===== config.mk =====
export PLATFORM = sky130hd
export DESIGN_NAME = tx_event_ctrl
export DESIGN_NICKNAME = d
export VERILOG_FILES = /design/src/rtl/tx_evt_pkg.sv /design/src/rtl/tx_evt_decode.sv /design/src/rtl/tx_evt_sticky.sv /design/src/rtl/tx_evt_mask.sv /design/src/rtl/tx_event_ctrl.sv
export SDC_FILE = /design/constraint.sdc
export NUM_CORES = 1
export LEC_CHECK = 0
export ABC_AREA = 1
export CAP_MARGIN = 0
export CORE_MARGIN = 2
export CORE_UTILIZATION = 40
export CTS_CLUSTER_DIAMETER = 100
export DETAILED_ROUTE_END_ITERATION = 16
export PLACE_DENSITY = 0.85
export SKIP_LAST_GASP = 1
export SYNTH_ARGS = -nofsm -noshare
export SYNTH_HDL_FRONTEND = slang
export SYNTH_HIERARCHICAL = 1
export SYNTH_SLANG_ARGS = --single-unit

===== constraint.sdc =====
create_clock -name clk -period 3 [get_ports clk]
set_clock_uncertainty 0.15 [all_clocks]
set_input_delay 0.6 -clock clk [delete_from_list [all_inputs] [get_ports clk]]
set_output_delay 0.6 -clock clk [all_outputs]
set_load 0.005 [all_outputs]

===== src/rtl/tx_evt_pkg.sv =====
// Package: bit positions of the transmit event word.
// Positions are given as distances from the MSB and converted to vector indices.
package tx_evt_pkg;
    localparam int EV_W = 32;

    localparam int B_GSC  = EV_W - 1 - 6;   // graceful stop / pause done
    localparam int B_BABT = EV_W - 1 - 7;   // babbling transmit
    localparam int B_TXC  = EV_W - 1 - 8;   // control frame sent
    localparam int B_TXE  = EV_W - 1 - 9;   // shared halting error
    localparam int B_TXB  = EV_W - 1 - 10;  // non-last descriptor
    localparam int B_TXF  = EV_W - 1 - 11;  // last descriptor
    localparam int B_RSVD = EV_W - 1 - 12;  // reserved, reads zero
    localparam int B_LC   = EV_W - 1 - 13;  // late collision
    localparam int B_CRL  = EV_W - 1 - 14;  // retry limit
    localparam int B_UNF  = EV_W - 1 - 15;  // FIFO underrun
    localparam int B_RXB  = EV_W - 1 - 16;  // receive non-last descriptor

    // Requests returned to the MAC in the strobe's own cycle
    typedef struct packed {
        logic truncate;
        logic bad_crc;
        logic discard;
        logic halt_err;
    } mac_req_t;
endpackage


===== src/rtl/tx_evt_decode.sv =====
// Module: tx_evt_decode
// Turns the raw status strobes into a per-bit set vector and same-cycle MAC requests.
// Assumes every strobe is a single-cycle pulse; mode inputs are quasi-static.
module tx_evt_decode
    import tx_evt_pkg::*;
(
    input  logic            gstop_done_i,
    input  logic            pause_done_i,
    input  logic            ctrl_sent_i,
    input  logic            txd_upd_i,
    input  logic            txd_irq_i,
    input  logic            txd_last_i,
    input  logic            frame_over_i,
    input  logic            late_col_i,
    input  logic            retry_lim_i,
    input  logic            fifo_unf_i,
    input  logic            bus_err_i,
    input  logic            rxd_upd_i,
    input  logic            rxd_irq_i,
    input  logic            rxd_last_i,
    input  logic            half_duplex_i,
    input  logic            huge_en_i,
    output logic [EV_W-1:0] set_vec_o,
    output mac_req_t        req_o
);
    logic lc_ok, crl_ok, babble, txd_req, any_err;

    // Qualify the mode-dependent causes
    always_comb begin
        lc_ok   = late_col_i  & half_duplex_i;
        crl_ok  = retry_lim_i & half_duplex_i;
        babble  = frame_over_i & ~huge_en_i;
        txd_req = txd_upd_i & txd_irq_i;
        any_err = bus_err_i | lc_ok | crl_ok | fifo_unf_i;
    end

    // Build the set vector; unassigned positions stay zero
    always_comb begin
        set_vec_o         = '0;
        set_vec_o[B_GSC]  = gstop_done_i | pause_done_i;
        set_vec_o[B_BABT] = babble;
        set_vec_o[B_TXC]  = ctrl_sent_i;
        set_vec_o[B_TXE]  = any_err;
        set_vec_o[B_TXB]  = txd_req & ~txd_last_i;
        set_vec_o[B_TXF]  = txd_req &  txd_last_i;
        set_vec_o[B_LC]   = lc_ok;
        set_vec_o[B_CRL]  = crl_ok;
        set_vec_o[B_UNF]  = fifo_unf_i;
        set_vec_o[B_RXB]  = rxd_upd_i & rxd_irq_i & ~rxd_last_i;
    end

    // Requests back to the MAC datapath
    always_comb begin
        req_o.truncate = babble | lc_ok;
        req_o.bad_crc  = lc_ok;
        req_o.discard  = crl_ok;
        req_o.halt_err = any_err;
    end
endmodule


===== src/rtl/tx_evt_sticky.sv =====
// Module: tx_evt_sticky
// Per-bit sticky register with write-one-to-clear; a set beats a clear in the same cycle.
// Assumes positions that are never set simply hold their reset value of zero.
module tx_evt_sticky #(
    parameter int W = 32
) (
    input  logic         clk,
    input  logic         rst_n,
    input  logic [W-1:0] set_i,
    input  logic         clr_wr_i,
    input  logic [W-1:0] clr_data_i,
    output logic [W-1:0] q_o
);
    for (genvar i = 0; i < W; i++) begin : g_bit
        logic r;
        // Hold, set or clear one event bit
        always_ff @(posedge clk) begin
            if (!rst_n) r <= 1'b0;
            else        r <= set_i[i] | (r & ~(clr_wr_i & clr_data_i[i]));
        end
        assign q_o[i] = r;
    end
endmodule


===== src/rtl/tx_evt_mask.sv =====
// Module: tx_evt_mask
// Holds the interrupt mask and reduces masked events to one interrupt line.
// Assumes the mask shares the event word's layout.
module tx_evt_mask #(
    parameter int W = 32
) (
    input  logic         clk,
    input  logic         rst_n,
    input  logic         mask_wr_i,
    input  logic [W-1:0] mask_data_i,
    input  logic [W-1:0] event_i,
    output logic [W-1:0] mask_o,
    output logic         irq_o
);
    // Load the mask on a software write
    always_ff @(posedge clk) begin
        if (!rst_n)         mask_o <= '0;
        else if (mask_wr_i) mask_o <= mask_data_i;
    end

    // Combine masked events
    always_comb irq_o = |(event_i & mask_o);
endmodule


===== src/rtl/tx_event_ctrl.sv =====
// Module: tx_event_ctrl (top)
// Collects transmit-side status into a sticky event word, a masked interrupt
// and a sticky halt flag, and returns truncate/bad-CRC/discard requests.
// Assumes synchronous active-low reset and single-cycle strobes.
module tx_event_ctrl
    import tx_evt_pkg::*;
(
    input  logic            clk,
    input  logic            rst_n,
    input  logic            gstop_done_i,
    input  logic            pause_done_i,
    input  logic            ctrl_sent_i,
    input  logic            txd_upd_i,
    input  logic            txd_irq_i,
    input  logic            txd_last_i,
    input  logic            frame_over_i,
    input  logic            late_col_i,
    input  logic            retry_lim_i,
    input  logic            fifo_unf_i,
    input  logic            bus_err_i,
    input  logic            rxd_upd_i,
    input  logic            rxd_irq_i,
    input  logic            rxd_last_i,
    input  logic            half_duplex_i,
    input  logic            huge_en_i,
    input  logic            clr_wr_i,
    input  logic [EV_W-1:0] clr_data_i,
    input  logic            mask_wr_i,
    input  logic [EV_W-1:0] mask_data_i,
    input  logic            halt_clr_i,
    output logic [EV_W-1:0] event_o,
    output logic            irq_o,
    output logic            halt_o,
    output logic            truncate_o,
    output logic            bad_crc_o,
    output logic            discard_o
);
    logic [EV_W-1:0] set_vec;
    logic [EV_W-1:0] mask_q;
    mac_req_t        req;

    tx_evt_decode u_decode (
        .gstop_done_i (gstop_done_i),
        .pause_done_i (pause_done_i),
        .ctrl_sent_i  (ctrl_sent_i),
        .txd_upd_i    (txd_upd_i),
        .txd_irq_i    (txd_irq_i),
        .txd_last_i   (txd_last_i),
        .frame_over_i (frame_over_i),
        .late_col_i   (late_col_i),
        .retry_lim_i  (retry_lim_i),
        .fifo_unf_i   (fifo_unf_i),
        .bus_err_i    (bus_err_i),
        .rxd_upd_i    (rxd_upd_i),
        .rxd_irq_i    (rxd_irq_i),
        .rxd_last_i   (rxd_last_i),
        .half_duplex_i(half_duplex_i),
        .huge_en_i    (huge_en_i),
        .set_vec_o    (set_vec),
        .req_o        (req)
    );

    tx_evt_sticky #(.W(EV_W)) u_sticky (
        .clk       (clk),
        .rst_n     (rst_n),
        .set_i     (set_vec),
        .clr_wr_i  (clr_wr_i),
        .clr_data_i(clr_data_i),
        .q_o       (event_o)
    );

    tx_evt_mask #(.W(EV_W)) u_mask (
        .clk        (clk),
        .rst_n      (rst_n),
        .mask_wr_i  (mask_wr_i),
        .mask_data_i(mask_data_i),
        .event_i    (event_o),
        .mask_o     (mask_q),
        .irq_o      (irq_o)
    );

    // Halt flag: set by any halting error, released only by software
    always_ff @(posedge clk) begin
        if (!rst_n)            halt_o <= 1'b0;
        else if (req.halt_err) halt_o <= 1'b1;
        else if (halt_clr_i)   halt_o <= 1'b0;
    end

    // Same-cycle requests to the MAC
    always_comb begin
        truncate_o = req.truncate;
        bad_crc_o  = req.bad_crc;
        discard_o  = req.discard;
    end
endmodule


* After elaboration in Yosys (flattened, before gate mapping)
Index checks and enable logic that the tools add are counted. W data, S select, Z words.
Operators by class: add/subtract/negate cells 0, div/mod/pow operators 0, shifts and indexed selects 0, $mul 0, bitwise gates (word level) 123, eq/ne operators 0, mux-type cells 2, magnitude comparators 0, reduce and logical (&&, ||, !) cells 2
Operator list (number):
- $and A1 B1 Y1 | 72
- $not A1 Y1 | 35
- $and A32 B32 Y32 | 1
- $reduce_or A32 Y1 | 1
- $or A1 B1 Y1 | 15
- $mux W1 | 2
- $reduce_bool A2 Y1 | 1
Storage, ports and cells: word-level logic and storage cells 161, bits in read-only memories 0, bits in writable memories 0, bits in registers 65, memories 0, bits in latches 0

* Longest topological paths before layout
Gate-level depths: netlist (run 1).
depth in word-level cells 5, depth in mapped cells 7, gate-level depth less buffers 6

* Cells and area by module
The synthesis (run 1) kept the hierarchy.
By module, submodules not included:
- tx_evt_sticky | area an instance 1476.4 µm², seq. area each 640.6 µm², instances 1, cells each 199
- tx_evt_mask | area an instance 1352.5 µm², seq. area each 640.6 µm², instances 1, cells each 201
- tx_evt_decode | area an instance 301.5 µm², seq. area each 0.0 µm², instances 1, cells each 48
- tx_event_ctrl | area an instance 43.8 µm², seq. area each 20.0 µm², instances 1, cells each 6

* Worst setup path before layout (run 1)
OpenSTA, ideal clock, no wires.
path kind input to output, from input late_col_i, to output bad_crc_o, required time 2250 ps, data arrival time 844 ps, buffers on the path 1, path slack 1406 ps, stages 3, cells stage by stage nand2_1 inv_1 buf_4
Between the ends: cells in the longest elaborated chain, start to end 1
Ends and longest elaborated chain:
- start, declared | line tx_event_ctrl.sv:17 | input logic late_col_i,
- $and A1 B1 Y1 | line tx_evt_decode.sv:30 | lc_ok = late_col_i & half_duplex_i;
- end, declared | line tx_event_ctrl.sv:35 | output logic bad_crc_o,
No other way between the ends.

* Worst setup path after layout (run 1)
from input half_duplex_i, to output truncate_o
Between the ends: cells in the longest elaborated chain, start to end 2
Ends and longest elaborated chain:
- start, declared | line tx_event_ctrl.sv:24 | input logic half_duplex_i,
- $and A1 B1 Y1 | line tx_evt_decode.sv:30
- $or A1 B1 Y1 | line tx_evt_decode.sv:54 | req_o.truncate = babble | lc_ok;
- end, declared | line tx_event_ctrl.sv:34 | output logic truncate_o,
No other way between the ends.

==> flow_summary.toml, run 1 <==
[timing]
min_period_over_period_pct = 83.8
maxSlewViolCount = 0
setup-tns-final_ns = 0
grt_setup_unrepaired = "no"
min_period_ns = 2.52
worst_hold_slack_ns = 0.322
max_freq_mhz = 398
timing.slew.headroom_pct = 63.1
timing.final.setup_violations = 0
worst_max_slew_pin_slew_ns = 0.552
final_hold_viol_count = 0

[synthesis]
ys_seq_elements = 65
ys.warnings.count = 6
syn_area_per_cell_um2 = 6.99
post_synth_inst_count = 454
mappedNetlistArea_mm2 = 0.00317
seq_area_frac_synth_pct = 41.0
synth_cell_types = 17

[detailed_routing]
drt-initial-drc-count = 87
ant_nets = 0
routed_wirelength_um = 7530
via_per_inst = 4.38
drt_first_pass_iters = 6
vias = 2801
avgRoutedWirePerCell_um = 11.8
residual_drc_count = 0

[clocking]
cts_max_path_buffers = 2
post_cts_hold_buffer_count = 0
tritoncts = "built"
cts_inserted_buffers = 9
cts_repair_resize_count = 0
cts_setup_buffers = 0
worstSkewPairLatency_ns = 0.33
path_clk_slew_ns = 0.06
clkSinkCount = 65
clock_tree.htree_level_count = 3
clk_root_buffer_cell = "clkbuf_8"

[power]
total_power_w = 0.00221
irDropWorstVdd_mv = 0.370
total_leakage_power_nw = 1.87
power.density_mw_per_mm2 = 517

[global_route]
grt.total_usage_pct = 18.5
grt_max_degree = 33
grt.overflow.total = 0
grt_pass1_vias = 2789
grt_antenna_before_repair = 0
first_pass_grt_wire_length_um = 12500

[cells_and_area]
final_layout_size_suffix_gt1_share_pct = 5.02
post_layout_nonfiller_instances = 640
layout-area-overhead-vs-synth_pct = 34.6
antennaDiodeCount = 0
postLayoutCoreUtil_pct = 55.3
final_net_count = 618

[worst_setup_path]
delay_of_the_slowest_cell_on_the_worst_path_ns = 0.51
slowest_stage = "clkdlybuf4s50_1"
timing.reg2reg.setup_slack_ns = 2.18
crit_path_max_fanout = 3
timing.critical_path.arrival_ns = 1.77
required_ns = 2.25
worstSetupPathType = "input pin to primary output"
cpMostUsedCell = "clkdlybuf4s50_1"
timing.critical_path.cells = "clkdlybuf4s50_1 > nand2_1 > o21ai_1 > clkdlybuf4s50_1"
setup.worst_path.end_class = "primary output"
timing.critical_path.from_type = "input pin"

[worst_hold_path]
hp-class = "register to register"

[floorplan]
initial_core_util_pct = 41.1
die_area_mm2 = 0.00866
io-pin-count = 122
floorplan.die.height_um = 93.1
core-area_mm2 = 0.00773
floorplan.rows = 32
die_width_um = 93.1

[placed_design]
io_buffer_count = 121
place.detailed.hpwl_um = 5510
weighted_congestion_reported_at_the_end_of_routability_driven_placement = 0.767
dpl.cell_count = 624

[job]
timing.max_cap.violations = 0

[status]
result_of_the_run = "finished, final reports clean"
-- cell usage after synthesis, drive strengths merged --
library cell	number	share of area, %
clkbuf	6	1.2
nor2	79	9.3
conb	1	0.12
a21oi	33	6.0
buf	72	18
nand2	122	14
or2	1	0.20
inv	41	4.8
dfxtp	65	41
o21ai	33	5.2
nand3	1	0.16
-- metrics by stage --
step	worst slack, ns	instance area, µm²
2_1_floorplan	1.41	3250
3_3_place_gp	0.521	4030
3_5_place_dp	0.483	4030
4_1_cts	0.486	4270
5_1_grt	0.441	4270
6_report	0.485	4270
-- flip-flops by register name, summed over array words and instances, names as in the netlist --
| name | cells |
|---|---|
| halt_o | 1 |
| u_sticky/g_bit.r | 32 |
| u_mask/mask_o | 32 |
-- area by class of cell --
| type | count | area [µm²] |
|---|---|---|
| clock buffer | 11 | 141 |
| multi-input combinational | 291 | 1200 |
| inverter | 41 | 154 |
| tap | 102 | 128 |
| clock inverter | 5 | 103 |
| timing repair buffer | 125 | 1240 |
| sequential | 65 | 1300 |
| fill | 698 | 3450 |
-- report_power, final --
group / internal, W / total (W) / switching (W)
Sequential: 0.000923 / 0.000961 / 0.0000377
Clock: 0.000574 / 0.000902 / 0.000328
Combinational: 0.000206 / 0.000344 / 0.000138
Total: 0.00170 / 0.00221 / 0.000504
-- cell usage in the layout (no fill, tap or decap), types with 3 or more instances in the layout --
| cell type | synthesis | routed |
|---|---|---|
| clkbuf_8 | 0 | 10 |
| bufinv_16 | 0 | 3 |
| a21oi_1 | 26 | 26 |
| nor2_1 | 79 | 79 |
| dfxtp_1 | 65 | 65 |
| inv_1 | 40 | 40 |
| clkdlybuf4s50_1 | 0 | 121 |
| buf_4 | 63 | 4 |
| nand2_1 | 122 | 122 |
| conb_1 | 1 | 22 |
| a21oi_2 | 7 | 7 |
| o21ai_0 | 32 | 32 |
-- cell families (layout without fill, tap and decap cells) --
family,after synthesis,in the layout,synth area share (%)
AOI/OAI and AO/OA,66,66,11.2
buffers and inverters,119,182,23.5
DFF,65,65,41.0
other,1,22,0.118
and+or+nand+nor,203,203,24.1
-- worst max-delay path, delay by kind of cell --
kind | cells | cell delay, ns
buffers and inverters | 2 | 0.99
AND/OR/NAND/NOR | 1 | 0.09
AO/OA/AOI/OAI | 1 | 0.08
-- metal layers --
metal / track usage [%] / wire, µm
met4: 5.88 / 114
met1: 20.7 / 3230
met3: 5.64 / 421
met2: 33.5 / 3770
met5: 0 / 0
-- final timing paths --
kind | from | endpoint | cells past startpoint
worst min register to register | halt_o$_SDFFE_PN0P_ | halt_o$_SDFFE_PN0P_ | 2
worst min-delay path | halt_o$_SDFFE_PN0P_ | halt_o$_SDFFE_PN0P_ | 2
worst max-delay path | half_duplex_i | truncate_o | 4
worst max register to register | u_mask/mask_o[28]$_SDFFE_PN0P_ | u_mask/mask_o[28]$_SDFFE_PN0P_ | 2
Power figures use the tool's default switching activity.
==> run 2: changes to the inputs <==
Clock period 3 ns to 2.5 ns, I/O delays scaled along.
==> run 2 against run 1 <==
Net effect: hold slack got worse by 0.0025 ns; die area stayed put; power grew 13%; sequential cell count stayed put; sequential power increased by 20%; global-route usage barely moved; cell area shrank 0.67%; final cell count increased by 0.16%; sequential share of layout area grew 0.21 points; critical path depth is the same; via count grew 1.2%; clock-buffer cell count rose by 3; critical path type unchanged; largest power group unchanged; highest routed layer unchanged.
==> flow_summary.toml, run 2 (synthesized netlist as in run 1, its figures left out) <==
[floorplan]
die_width_um = 93.1
io-pin-count = 122
floorplan.die.height_um = 93.1
core-area_mm2 = 0.00773
floorplan.rows = 32
die_area_mm2 = 0.00866
initial_core_util_pct = 41.1

[global_route]
grt_most_used_layer = "met2"
grt_util_met2_pct = 34.2
grt_antenna_before_repair = 0
gr-usage-met1_pct = 21.1
grt_pass1_vias = 2855
grt.total_usage_pct = 18.5
grt_max_degree = 33
grt.overflow.total = 0
gr-usage-met3_pct = 3.79
first_pass_grt_wire_length_um = 12700

[detailed_routing]
residual_drc_count = 0
drt-initial-drc-count = 95
avgRoutedWirePerCell_um = 12.2
vias = 2834
drt_first_pass_iters = 5
routed_wirelength_um = 7820
ant_nets = 0
via_per_inst = 4.42

[worst_setup_path]
setup.worst_path.end_class = "primary output"
delay_of_the_slowest_cell_on_the_worst_path_ns = 0.52
required_ns = 1.85
slowest_stage = "clkdlybuf4s50_1"
cp_top_family = "buffers and inverters"
timing.critical_path.buf_inv = 2
timing.critical_path.arrival_ns = 1.66
worstSetupPathType = "input pin to primary output"
rr_startpoint = "u_mask/mask_o[18]$_SDFFE_PN0P_"
cpMostUsedCell = "clkdlybuf4s50_1"
timing.critical_path.cells = "clkdlybuf4s50_1 > nand2_1 > o21ai_1 > clkdlybuf4s50_1"
crit_path_max_fanout = 3
critical_path_cell_count = 4
timing.critical_path.from_type = "input pin"
worst-r2r-cell-count = 2
critical_path.startpoint = "half_duplex_i"

[placed_design]
dpl.cell_count = 625
weighted_congestion_reported_at_the_end_of_routability_driven_placement = 0.767
io_buffer_count = 121
place.detailed.hpwl_um = 5700

[timing]
timing.final.setup_violations = 0
final_hold_viol_count = 0
min_period_over_period_pct = 92.4
max_freq_mhz = 433
min_period_ns = 2.31
setup-tns-final_ns = 0
grt_setup_unrepaired = "no"
worst_max_slew_pin_slew_ns = 0.582
maxSlewViolCount = 0
timing.slew.headroom_pct = 61.1

[cells_and_area]
most-common-layout-cells = "nand2_1, clkdlybuf4s50_1, nor2_1"
layout-area-overhead-vs-synth_pct = 33.7
final_layout_size_suffix_gt1_share_pct = 5.01
final_net_count = 619
antennaDiodeCount = 0
layout.cells.most_common = "nand2_1"
top_regs = "u_mask/mask_o: 32 flops, u_sticky/g_bit.r: 32 flops, halt_o: 1 flops"
postLayoutCoreUtil_pct = 54.9
post_layout_nonfiller_instances = 641

[job]
timing.max_cap.violations = 0

[clocking]
cts_max_path_buffers = 2
post_cts_hold_buffer_count = 0
path_clk_slew_ns = 0.06
cts_inserted_buffers = 9
cts_repair_resize_count = 0
tritoncts = "built"
worstSkewPairLatency_ns = 0.32
clock_tree.htree_level_count = 3
clk_root_buffer_cell = "clkbuf_8"
cts_setup_buffers = 0
clkSinkCount = 65

[power]
irDropWorstVdd_mv = 0.341
power.density_mw_per_mm2 = 588
total_leakage_power_nw = 1.86

[worst_hold_path]
hp-start = "halt_o$_SDFFE_PN0P_"
hp-class = "register to register"
hold_depth = 2

[status]
result_of_the_run = "finished, final reports clean"
[run 2: cell count changes in the layout (fill, tap and decap cells not counted)]
cell | before | now
clkbuf_8 | 10 | 12
clkbuf_1 | 1 | 2
bufinv_16 | 3 | 1
buf_4 | 4 | 5
clkinvlp_4 | 1 | 0
[run 2: area by class of cell]
| type | instances | area, µm² |
|---|---|---|
| Fill cell | 732 | 3480 |
| Sequential cell | 65 | 1300 |
| Timing Repair Buffer | 126 | 1250 |
| Multi-Input combinational cell | 291 | 1200 |
| Clock buffer | 14 | 173 |
| Inverter | 41 | 154 |
| Tap cell | 102 | 128 |
| Clock inverter | 2 | 35.0 |
[run 2: power by group]
| group | switching (W) | total [W] | leakage [nW] | internal (W) |
|---|---|---|---|---|
| Clock | 0.000382 | 0.000924 | 0.107 | 0.000542 |
| Sequential | 0.0000458 | 0.00115 | 0.542 | 0.00111 |
| Combinational | 0.000168 | 0.000416 | 1.21 | 0.000248 |
| Total | 0.000596 | 0.00249 | 1.86 | 0.00190 |
[run 2: routing by layer]
| layer | wire [µm] | vias to the layer above |
|---|---|---|
| met3 | 401 | 9 |
| met4 | 106 | 0 |
| li1 | - | 1457 |
| met5 | 0 | - |
| met2 | 3950 | 95 |
| met1 | 3360 | 1273 |
[run 2: worst reg2reg max path: stages, from the launching register on]
cell and delay (ns):
dfxtp_1 0.32, o21ai_0 0.20, nor2_1 0.06
[run 2: path summary, 6_finish.rpt]
path | end | slack [ns]
min reg2reg | halt_o$_SDFFE_PN0P_ | 0.32
min | halt_o$_SDFFE_PN0P_ | 0.32
max | truncate_o | 0.19
max reg2reg | u_mask/mask_o[18]$_SDFFE_PN0P_ | 1.66
[run 2: through the flow]
| stage | total power (W) | area [µm²] | worst slack (ns) | hold WS [ns] |
|---|---|---|---|---|
| 4_1_cts | 0.00252 | 4240 | 0.183 | 0.323 |
| 2_1_floorplan | 0.00142 | 3250 | 1.05 | 0.289 |
| 3_3_place_gp | 0.00158 | 4040 | 0.221 | 0.306 |
| 5_1_grt | 0.00262 | 4240 | 0.107 | 0.344 |
| 3_5_place_dp | 0.00159 | 4040 | 0.201 | 0.313 |
| 6_report | 0.00249 | 4240 | 0.189 | 0.319 |
